--- src/rtl/exc_pkg.sv ---
package exc_pkg;
    typedef enum logic [1:0] {
        ST_IDLE   = 2'd0,
        ST_DRAIN  = 2'd1,
        ST_COMMIT = 2'd2
    } exc_state_t;

    typedef struct packed {
        logic [4:0]  code;
        logic [31:0] pc;
        logic [1:0]  br;
        logic        use_insn;
        logic [1:0]  cop;
        logic [1:0]  swi;
        logic [31:0] status;
    } exc_req_t;
endpackage

--- src/rtl/exc_cause_fmt.sv ---
module exc_cause_fmt #(
    parameter int CODE_W = 5
) (
    input  logic [1:0]        swi_keep,
    input  logic [CODE_W-1:0] code,
    input  logic [1:0]        br,
    input  logic              use_insn,
    input  logic [1:0]        cop,
    output logic [31:0]       cause
);
    localparam int CODE_LO = 2;
    localparam int SWI_LO  = 8;
    always_comb begin
        cause = '0;
        cause[SWI_LO +: 2]      = swi_keep;
        cause[CODE_LO +: CODE_W] = code;
        cause[31:30]            = br;
        cause[29:28]            = use_insn ? cop : 2'b00;
    end
endmodule

--- src/rtl/exc_mode_stack.sv ---
module exc_mode_stack #(
    parameter int LEVELS = 3
) (
    input  logic [31:0] old_status,
    output logic [31:0] new_status
);
    localparam int STK_W = 2 * LEVELS;
    logic unused_top;
    assign unused_top = ^old_status[STK_W-1:STK_W-2];
    always_comb begin
        new_status = old_status;
        new_status[STK_W-1:0] = {old_status[STK_W-3:0], 2'b00};
    end
endmodule

--- src/rtl/exc_epc_vec.sv ---
module exc_epc_vec #(
    parameter int          CODE_W  = 5,
    parameter int          BP_CODE = 9,
    parameter logic [31:0] VEC_BP  = 32'h8000_0040,
    parameter logic [31:0] VEC_GEN = 32'h8000_0080
) (
    input  logic [31:0]       pc,
    input  logic [1:0]        br,
    input  logic [CODE_W-1:0] code,
    output logic [31:0]       epc,
    output logic [31:0]       vec
);
    localparam logic [CODE_W-1:0] BP_C = CODE_W'(BP_CODE);
    assign epc = (br != 2'b00) ? pc - 32'd4 : pc;
    assign vec = (code == BP_C) ? VEC_BP : VEC_GEN;
endmodule

--- src/rtl/exc_entry.sv ---
module exc_entry
    import exc_pkg::*;
#(
    parameter int          CODE_W  = 5,
    parameter int          BP_CODE = 9,
    parameter logic [31:0] VEC_BP  = 32'h8000_0040,
    parameter logic [31:0] VEC_GEN = 32'h8000_0080
) (
    input  logic              clk,
    input  logic              rst_n,
    input  logic              exc_req,
    input  logic [CODE_W-1:0] exc_code,
    input  logic [31:0]       exc_pc,
    input  logic [1:0]        br_state,
    input  logic              insn_src,
    input  logic [31:0]       insn_word,
    input  logic [31:0]       cause_in,
    input  logic [31:0]       status_in,
    input  logic              ld_pend,
    output logic              busy,
    output logic              ld_drain,
    output logic [31:0]       cause_out,
    output logic [31:0]       status_out,
    output logic [31:0]       epc_out,
    output logic [31:0]       redir_pc,
    output logic              redir_valid
);
    exc_state_t state, nxt;
    exc_req_t   held;
    logic [31:0] n_cause, n_status, n_epc, n_vec;
    logic accept;

    logic unused_inputs;
    assign unused_inputs = ^{insn_word[31:28], insn_word[25:0],
                             cause_in[31:10], cause_in[7:0]};

    assign accept = (state == ST_IDLE) && exc_req;

    always_comb begin
        nxt = state;
        unique case (state)
            ST_IDLE:   if (exc_req) nxt = ld_pend ? ST_DRAIN : ST_COMMIT;
            ST_DRAIN:  if (!ld_pend) nxt = ST_COMMIT;
            ST_COMMIT: nxt = ST_IDLE;
            default:   nxt = ST_IDLE;
        endcase
    end

    always_ff @(posedge clk) begin
        if (!rst_n) state <= ST_IDLE;
        else        state <= nxt;
    end

    always_ff @(posedge clk) begin
        if (!rst_n) begin
            held <= '0;
        end else if (accept) begin
            held.code     <= exc_code;
            held.pc       <= exc_pc;
            held.br       <= br_state;
            held.use_insn <= insn_src;
            held.cop      <= insn_word[27:26];
            held.swi      <= cause_in[9:8];
            held.status   <= status_in;
        end
    end

    exc_cause_fmt #(.CODE_W(CODE_W)) u_cause (
        .swi_keep (held.swi),
        .code     (held.code),
        .br       (held.br),
        .use_insn (held.use_insn),
        .cop      (held.cop),
        .cause    (n_cause)
    );

    exc_mode_stack #(.LEVELS(3)) u_stack (
        .old_status (held.status),
        .new_status (n_status)
    );

    exc_epc_vec #(
        .CODE_W(CODE_W), .BP_CODE(BP_CODE), .VEC_BP(VEC_BP), .VEC_GEN(VEC_GEN)
    ) u_epc (
        .pc   (held.pc),
        .br   (held.br),
        .code (held.code),
        .epc  (n_epc),
        .vec  (n_vec)
    );

    always_ff @(posedge clk) begin
        if (!rst_n) begin
            cause_out   <= '0;
            status_out  <= '0;
            epc_out     <= '0;
            redir_pc    <= '0;
            redir_valid <= 1'b0;
        end else begin
            redir_valid <= (state == ST_COMMIT);
            if (state == ST_COMMIT) begin
                cause_out  <= n_cause;
                status_out <= n_status;
                epc_out    <= n_epc;
                redir_pc   <= n_vec;
            end
        end
    end

    assign busy     = (state != ST_IDLE);
    assign ld_drain = (state == ST_DRAIN);
endmodule


--- config.mk ---
export PLATFORM = sky130hd
export DESIGN_NAME = exc_entry
export DESIGN_NICKNAME = d
export VERILOG_FILES = /design/src/rtl/exc_pkg.sv /design/src/rtl/exc_cause_fmt.sv /design/src/rtl/exc_mode_stack.sv /design/src/rtl/exc_epc_vec.sv /design/src/rtl/exc_entry.sv
export SDC_FILE = /design/constraint.sdc
export NUM_CORES = 1
export LEC_CHECK = 0
export BUFFER_PORTS_ARGS = -buffer_cell sky130_fd_sc_hd__buf_2
export CORE_MARGIN = 2
export CORE_UTILIZATION = 48
export DETAILED_ROUTE_END_ITERATION = 12
export GPL_TIMING_DRIVEN = 0
export PLACE_DENSITY = 0.8
export SLEW_MARGIN = 20
export SYNTH_ARGS = -nofsm -noshare
export SYNTH_HDL_FRONTEND = slang
export SYNTH_SLANG_ARGS = --single-unit
--- constraint.sdc ---
create_clock -name clk -period 2.75 [get_ports clk]
set_input_delay 0.825 -clock clk [delete_from_list [all_inputs] [get_ports clk]]
set_output_delay 0.825 -clock clk [all_outputs]
set_load 0.03 [all_outputs]
# Word-level counts from Yosys, hierarchy flattened

Cells that the tools add are included.

Register bits after elaboration: 184
Logic and storage cells: 31

$add $sub $neg: 1
Eq/ne operators: 5
Muxes and demuxes: 7
Reductions and logical operators: 5

Operators with widths:

| cell                  | count |
|---|---|
| $mux 32               | 1 |
| $sub 32x3->32 const B | 1 |
| $mux 2                | 4 |
| $mux 8                | 1 |
| $eq 5x4->1 const B    | 1 |
| $ne 2x2->1 const B    | 2 |
| $pmux 2 s2            | 1 |
| $reduce_bool 2->1     | 2 |
| $eq 2x1->1 const B    | 1 |
| $eq 2x2->1 const B    | 1 |
| $logic_not 2->1       | 1 |
| $reduce_and 2->1      | 1 |
| $logic_and 1x1->1     | 1 |

# Depth between registers and ports, before layout

Depth after elaboration: 3
Depth in mapped cells: 7

# Modules after synthesis

Synthesis repeated with hierarchy kept, for this count alone.

Cells, all modules: 1104
Area, all modules: 9016.1 sq um

By module, submodules not included:

| module         | instances | cells each | area an instance (sq um) |
|---|---|---|---|
| exc_entry      | 1         | 905        | 7573.5 |
| exc_epc_vec    | 1         | 133        | 957.2 |
| exc_mode_stack | 1         | 33         | 244.0 |
| exc_cause_fmt  | 1         | 33         | 241.5 |

# Least setup slack after synthesis

Ideal clock, no wire load.

Kind: reg-to-reg
Start: register, netlist name held[46]
End: register epc_out[19]
Arrival time: 1.856 ns
Data required time: 2.634 ns
Path slack: 0.778 ns
Cell stages (with the launch flop): 7
Clock period less this slack: 1.972 ns
Cell sequence: dfxtp_1 buf_6 or3_1 or4_1 buf_2 or4_1 o211a_1

Cells in the longest elaborated chain, start to end: 2

RTL lines:

| what                   | line              | text |
|---|---|---|
| $sub 32x3->32          | exc_epc_vec.sv:14 | `assign epc = (br != 2'b00) ? pc - 32'd4 : pc;` |
| $mux 32                | exc_epc_vec.sv:14 |  |
| end signal: assignment | exc_entry.sv:104  | `epc_out <= n_epc;` |
| end: declaration       | exc_entry.sv:24   | `output logic [31:0] epc_out,` |

Every way passes these cells.
A chain may end at the register's enable or synchronous reset.

# Worst setup path in the final report

Start: register, netlist name held[37]
End: register epc_out[10]

Cells in the longest elaborated chain, start to end: 2

RTL lines:

| what              | line |
|---|---|
| $reduce_bool 2->1 | exc_epc_vec.sv:14 |
| $mux 32           | exc_epc_vec.sv:14 |

Every way passes these cells.

==> qor.csv <==
stage;metric;value;unit
routing;detailed-route wire length;17.8;mm
sta;Worst slew margin;48.0;%
final_layout;commonest cells after routing, fill and taps aside;nand2_1 (246), buf_2 (157), dfxtp_1 (153);
critical_path;WP data required;3.04;ns
critical_path;crit-path cells;o21bai_1 > nand4bb_1 > clkbuf_1 > clkbuf_1 > xor2_1 > a21oi_1;
routing;WL per Instance;14.5;um
critical_path;crit-path most repeated cell;clkbuf_1;
yosys;multiplexer share of the synthesized area;0;%
final_layout;synthesis-to-finish area growth;27.6;%
final_layout;most common library cell in the layout ignoring fill and taps;nand2_1;
yosys;Post-Syn Area per Cell;7.80;um^2
critical_path;Reg2Reg Depth;6;
pwr;Peak supply drop;390;uV
yosys;largest family of logic cells by synthesized area;simple AND/OR/NAND/NOR gates;
cts;Post-CTS Setup Repair Bufs;0;
yosys;Seq/Total Area, Yosys;47.9;%
global_route;largest net degree at the start of global routing;17;
routing;1st-iter DRT viols;416;
die;Core Area;13100;um^2
final_layout;layout cell share with drive strength beyond 1;23.4;%
global_route;GRT Overall Usage;24.8;%
critical_path;worst r2r src;held[37];
pwr;pwr/cell area;670;nW/um^2
place;GPL Wtd Cong;0.955;
critical_path;Largest delay share family, worst path;buffers and inverters;
routing;Detailed Routing Iterations Pass 1;5;
cts;TritonCTS Buffers;17;
critical_path;crit path capture;epc_out[10];
routing;post-route ant nets;0;
die;Initial Util;48.6;%
global_route;vias in the first global route;5660;
critical_path;WP data arrival;2.82;ns
sta;Tmin final;2.52;ns
critical_path;worst r2r dst;epc_out[10];
pwr;Pleak;3.54;nW
sta;Setup TNS;0;ns
cts;clk sink count;153;
routing;post-route DRC violation count;0;
cts;hold bufs inserted after CTS;0;
sta;Fin. Hold Viols;0;
die;die area;14200;um^2
die;Die Y;119;um
sta;Least-Margin Pin Slew;0.774;ns
critical_path;Worst path depth;6;
cts;Clock Tree Buf Depth;2;
yosys;Mapped Cells;819;
final_layout;n_diodes;0;
yosys;complex-gate fraction of the synthesized area;17.0;%
die;I/O pins;271;
job;number of max-cap violations;0;
run_status;run status;finished, final reports clean;
routing;Vias;6301;
cts;H-tree levels;4;
yosys;Post-synth top flop;dfxtp_1;
yosys;Async SR Flop Fraction;0;%
sta;Final period util;91.8;%
critical_path;critical path launch point type;flop;
yosys;Post-Synth Simple-Gate Area;23.7;%
yosys;Seq cells post-synth;153;
cts;CTS resizes;0;
yosys;Post-Synth Adder-Cell Area;0.196;%
critical_path;r2r setup slk;0.23;ns
sta;RSZ-0062 raised after global routing;no;
sta;Max Clock Skew;0.00584;ns
critical_path;CP max-delay cell;clkbuf_1;
critical_path;crit path from;held[37];
sta;Final setup viols;0;
global_route;initial antenna violation count;0;
cts;clock-pin slew on the worst setup and hold paths;0.06;ns
yosys;YS warnings;0;
critical_path;CP bufs+invs;2;
sta;final slew viol count;0;
final_layout;final core utilization;62.0;%
place;DP Wirelength;12.6;mm
final_layout;Layout Nets;1185;
cts;CTS Root Cell;clkbuf_16;
critical_path;Worst Path Max Fanout;10;
cts;CTS tree;done;
global_route;grt total ovfl;0;
yosys;Synth Area in XOR/XNOR;0.960;%
die;Rows;42;
final_layout;filler cell count;1263;
critical_path;Crit path largest cell delay;0.46;ns
hold_path;Hold Crit Class;flop to flop;
yosys;Yosys cell types;46;
global_route;first-pass GRT wire length;28.0;mm
yosys;Post-synth EDFFs;0;
cts;clock latency on the worst-skew pair;0.43;ns
final_layout;Reg area;3060;um^2
final_layout;Multi-input gate area;2870;um^2
routing;Vias/cell;5.11;
critical_path;Critical Setup Path Class;flop to flop;
critical_path;crit end category;flop;
yosys;Mapped Area;6390;um^2
sta;Max Fclk;396;MHz
place;I/O Buffers;155;
die;Die W;119;um
-- flip-flops by register name (all words and copies together) (netlist names) --
register     cells
held            74
epc_out         32
status_out      30
cause_out       11
redir_pc         3
state            2
redir_valid      1
-- power breakdown --
group / internal, mW / switching (mW) / leakage (nW) / total [mW]
registers: 2.32 / 0.0820 / 1.25 / 2.40
logic: 0.258 / 0.535 / 2.01 / 0.793
clock network: 1.30 / 0.962 / 0.281 / 2.26
total: 3.88 / 1.58 / 3.54 / 5.46
-- worst min path at each step --
stage                       from              to  slack [ns]  cells past startpoint
CTS                 cause_out[9]    cause_out[9]        0.45                      2
global placement      epc_out[2]      epc_out[2]        0.44                      2
finish                  held[40]      epc_out[1]        0.45                      2
floorplan               held[32]    cause_out[8]        0.43                      2
global route            held[22]  status_out[22]        0.47                      2
detailed placement      held[20]  status_out[20]        0.44                      2
-- final cells by class --
| type | instances | area share [%] |
|---|---|---|
| Clock buffer | 19 | 5.56 |
| Inverter | 5 | 0.230 |
| Multi-Input combinational cell | 600 | 35.3 |
| Clock inverter | 13 | 1.47 |
| Tap cell | 176 | 2.70 |
| Buffer | 112 | 7.68 |
| Timing Repair Buffer | 155 | 9.52 |
| Sequential cell | 153 | 37.6 |
-- synth_stat cells, types with 11 or more instances --
cell type  count  area, um^2
a21oi_1      123         616
a31oi_1       13        81.3
buf_1         11        41.3
buf_4         52         390
clkbuf_1      46         173
dfxtp_1      153        3060
nand2_1      246         923
nor2_1        27         101
o21ai_0       29         145
or3_1         11        68.8
or4_1         12        90.1
-- kinds of logic after synthesis --
logic type | count (synthesis)
compound gates | 195
xor+xnor | 7
fa+ha+maj | 1
buf+inv | 117
flops | 153
other cells | 1
simple gates | 345
-- tightest hold or removal path, cell delays in order, from the launching register on --
cell,delay [ns]
dfxtp_1,0.31
nand2_1,0.05
a21oi_1,0.05
-- metrics by stage --
| stage | total power [mW] | setup WS, ns | hold WS, ns | instances | cell area [um^2] |
|---|---|---|---|---|---|
| 2_1_floorplan | 3.00 | 0.778 | 0.432 | 870 | 6580 |
| 3_3_place_gp | 3.21 | 0.312 | 0.437 | 1201 | 7580 |
| 3_5_place_dp | 3.23 | 0.294 | 0.442 | 1201 | 7580 |
| 4_1_cts | 5.46 | 0.340 | 0.452 | 1233 | 8150 |
| 5_1_grt | 5.66 | 0.140 | 0.467 | 1233 | 8150 |
| 6_report | 5.46 | 0.226 | 0.447 | 1233 | 8150 |
-- routing by layer --
layer / vias up / routed length (um) / GRT usage [%]
li1: 3122 / - / -
met1: 2870 / 7510 / 31.5
met2: 254 / 8240 / 39.6
met3: 55 / 1490 / 7.42
met4: 0 / 593 / 10.2
met5: - / 0 / 0
(Power assumes the default switching activity.)
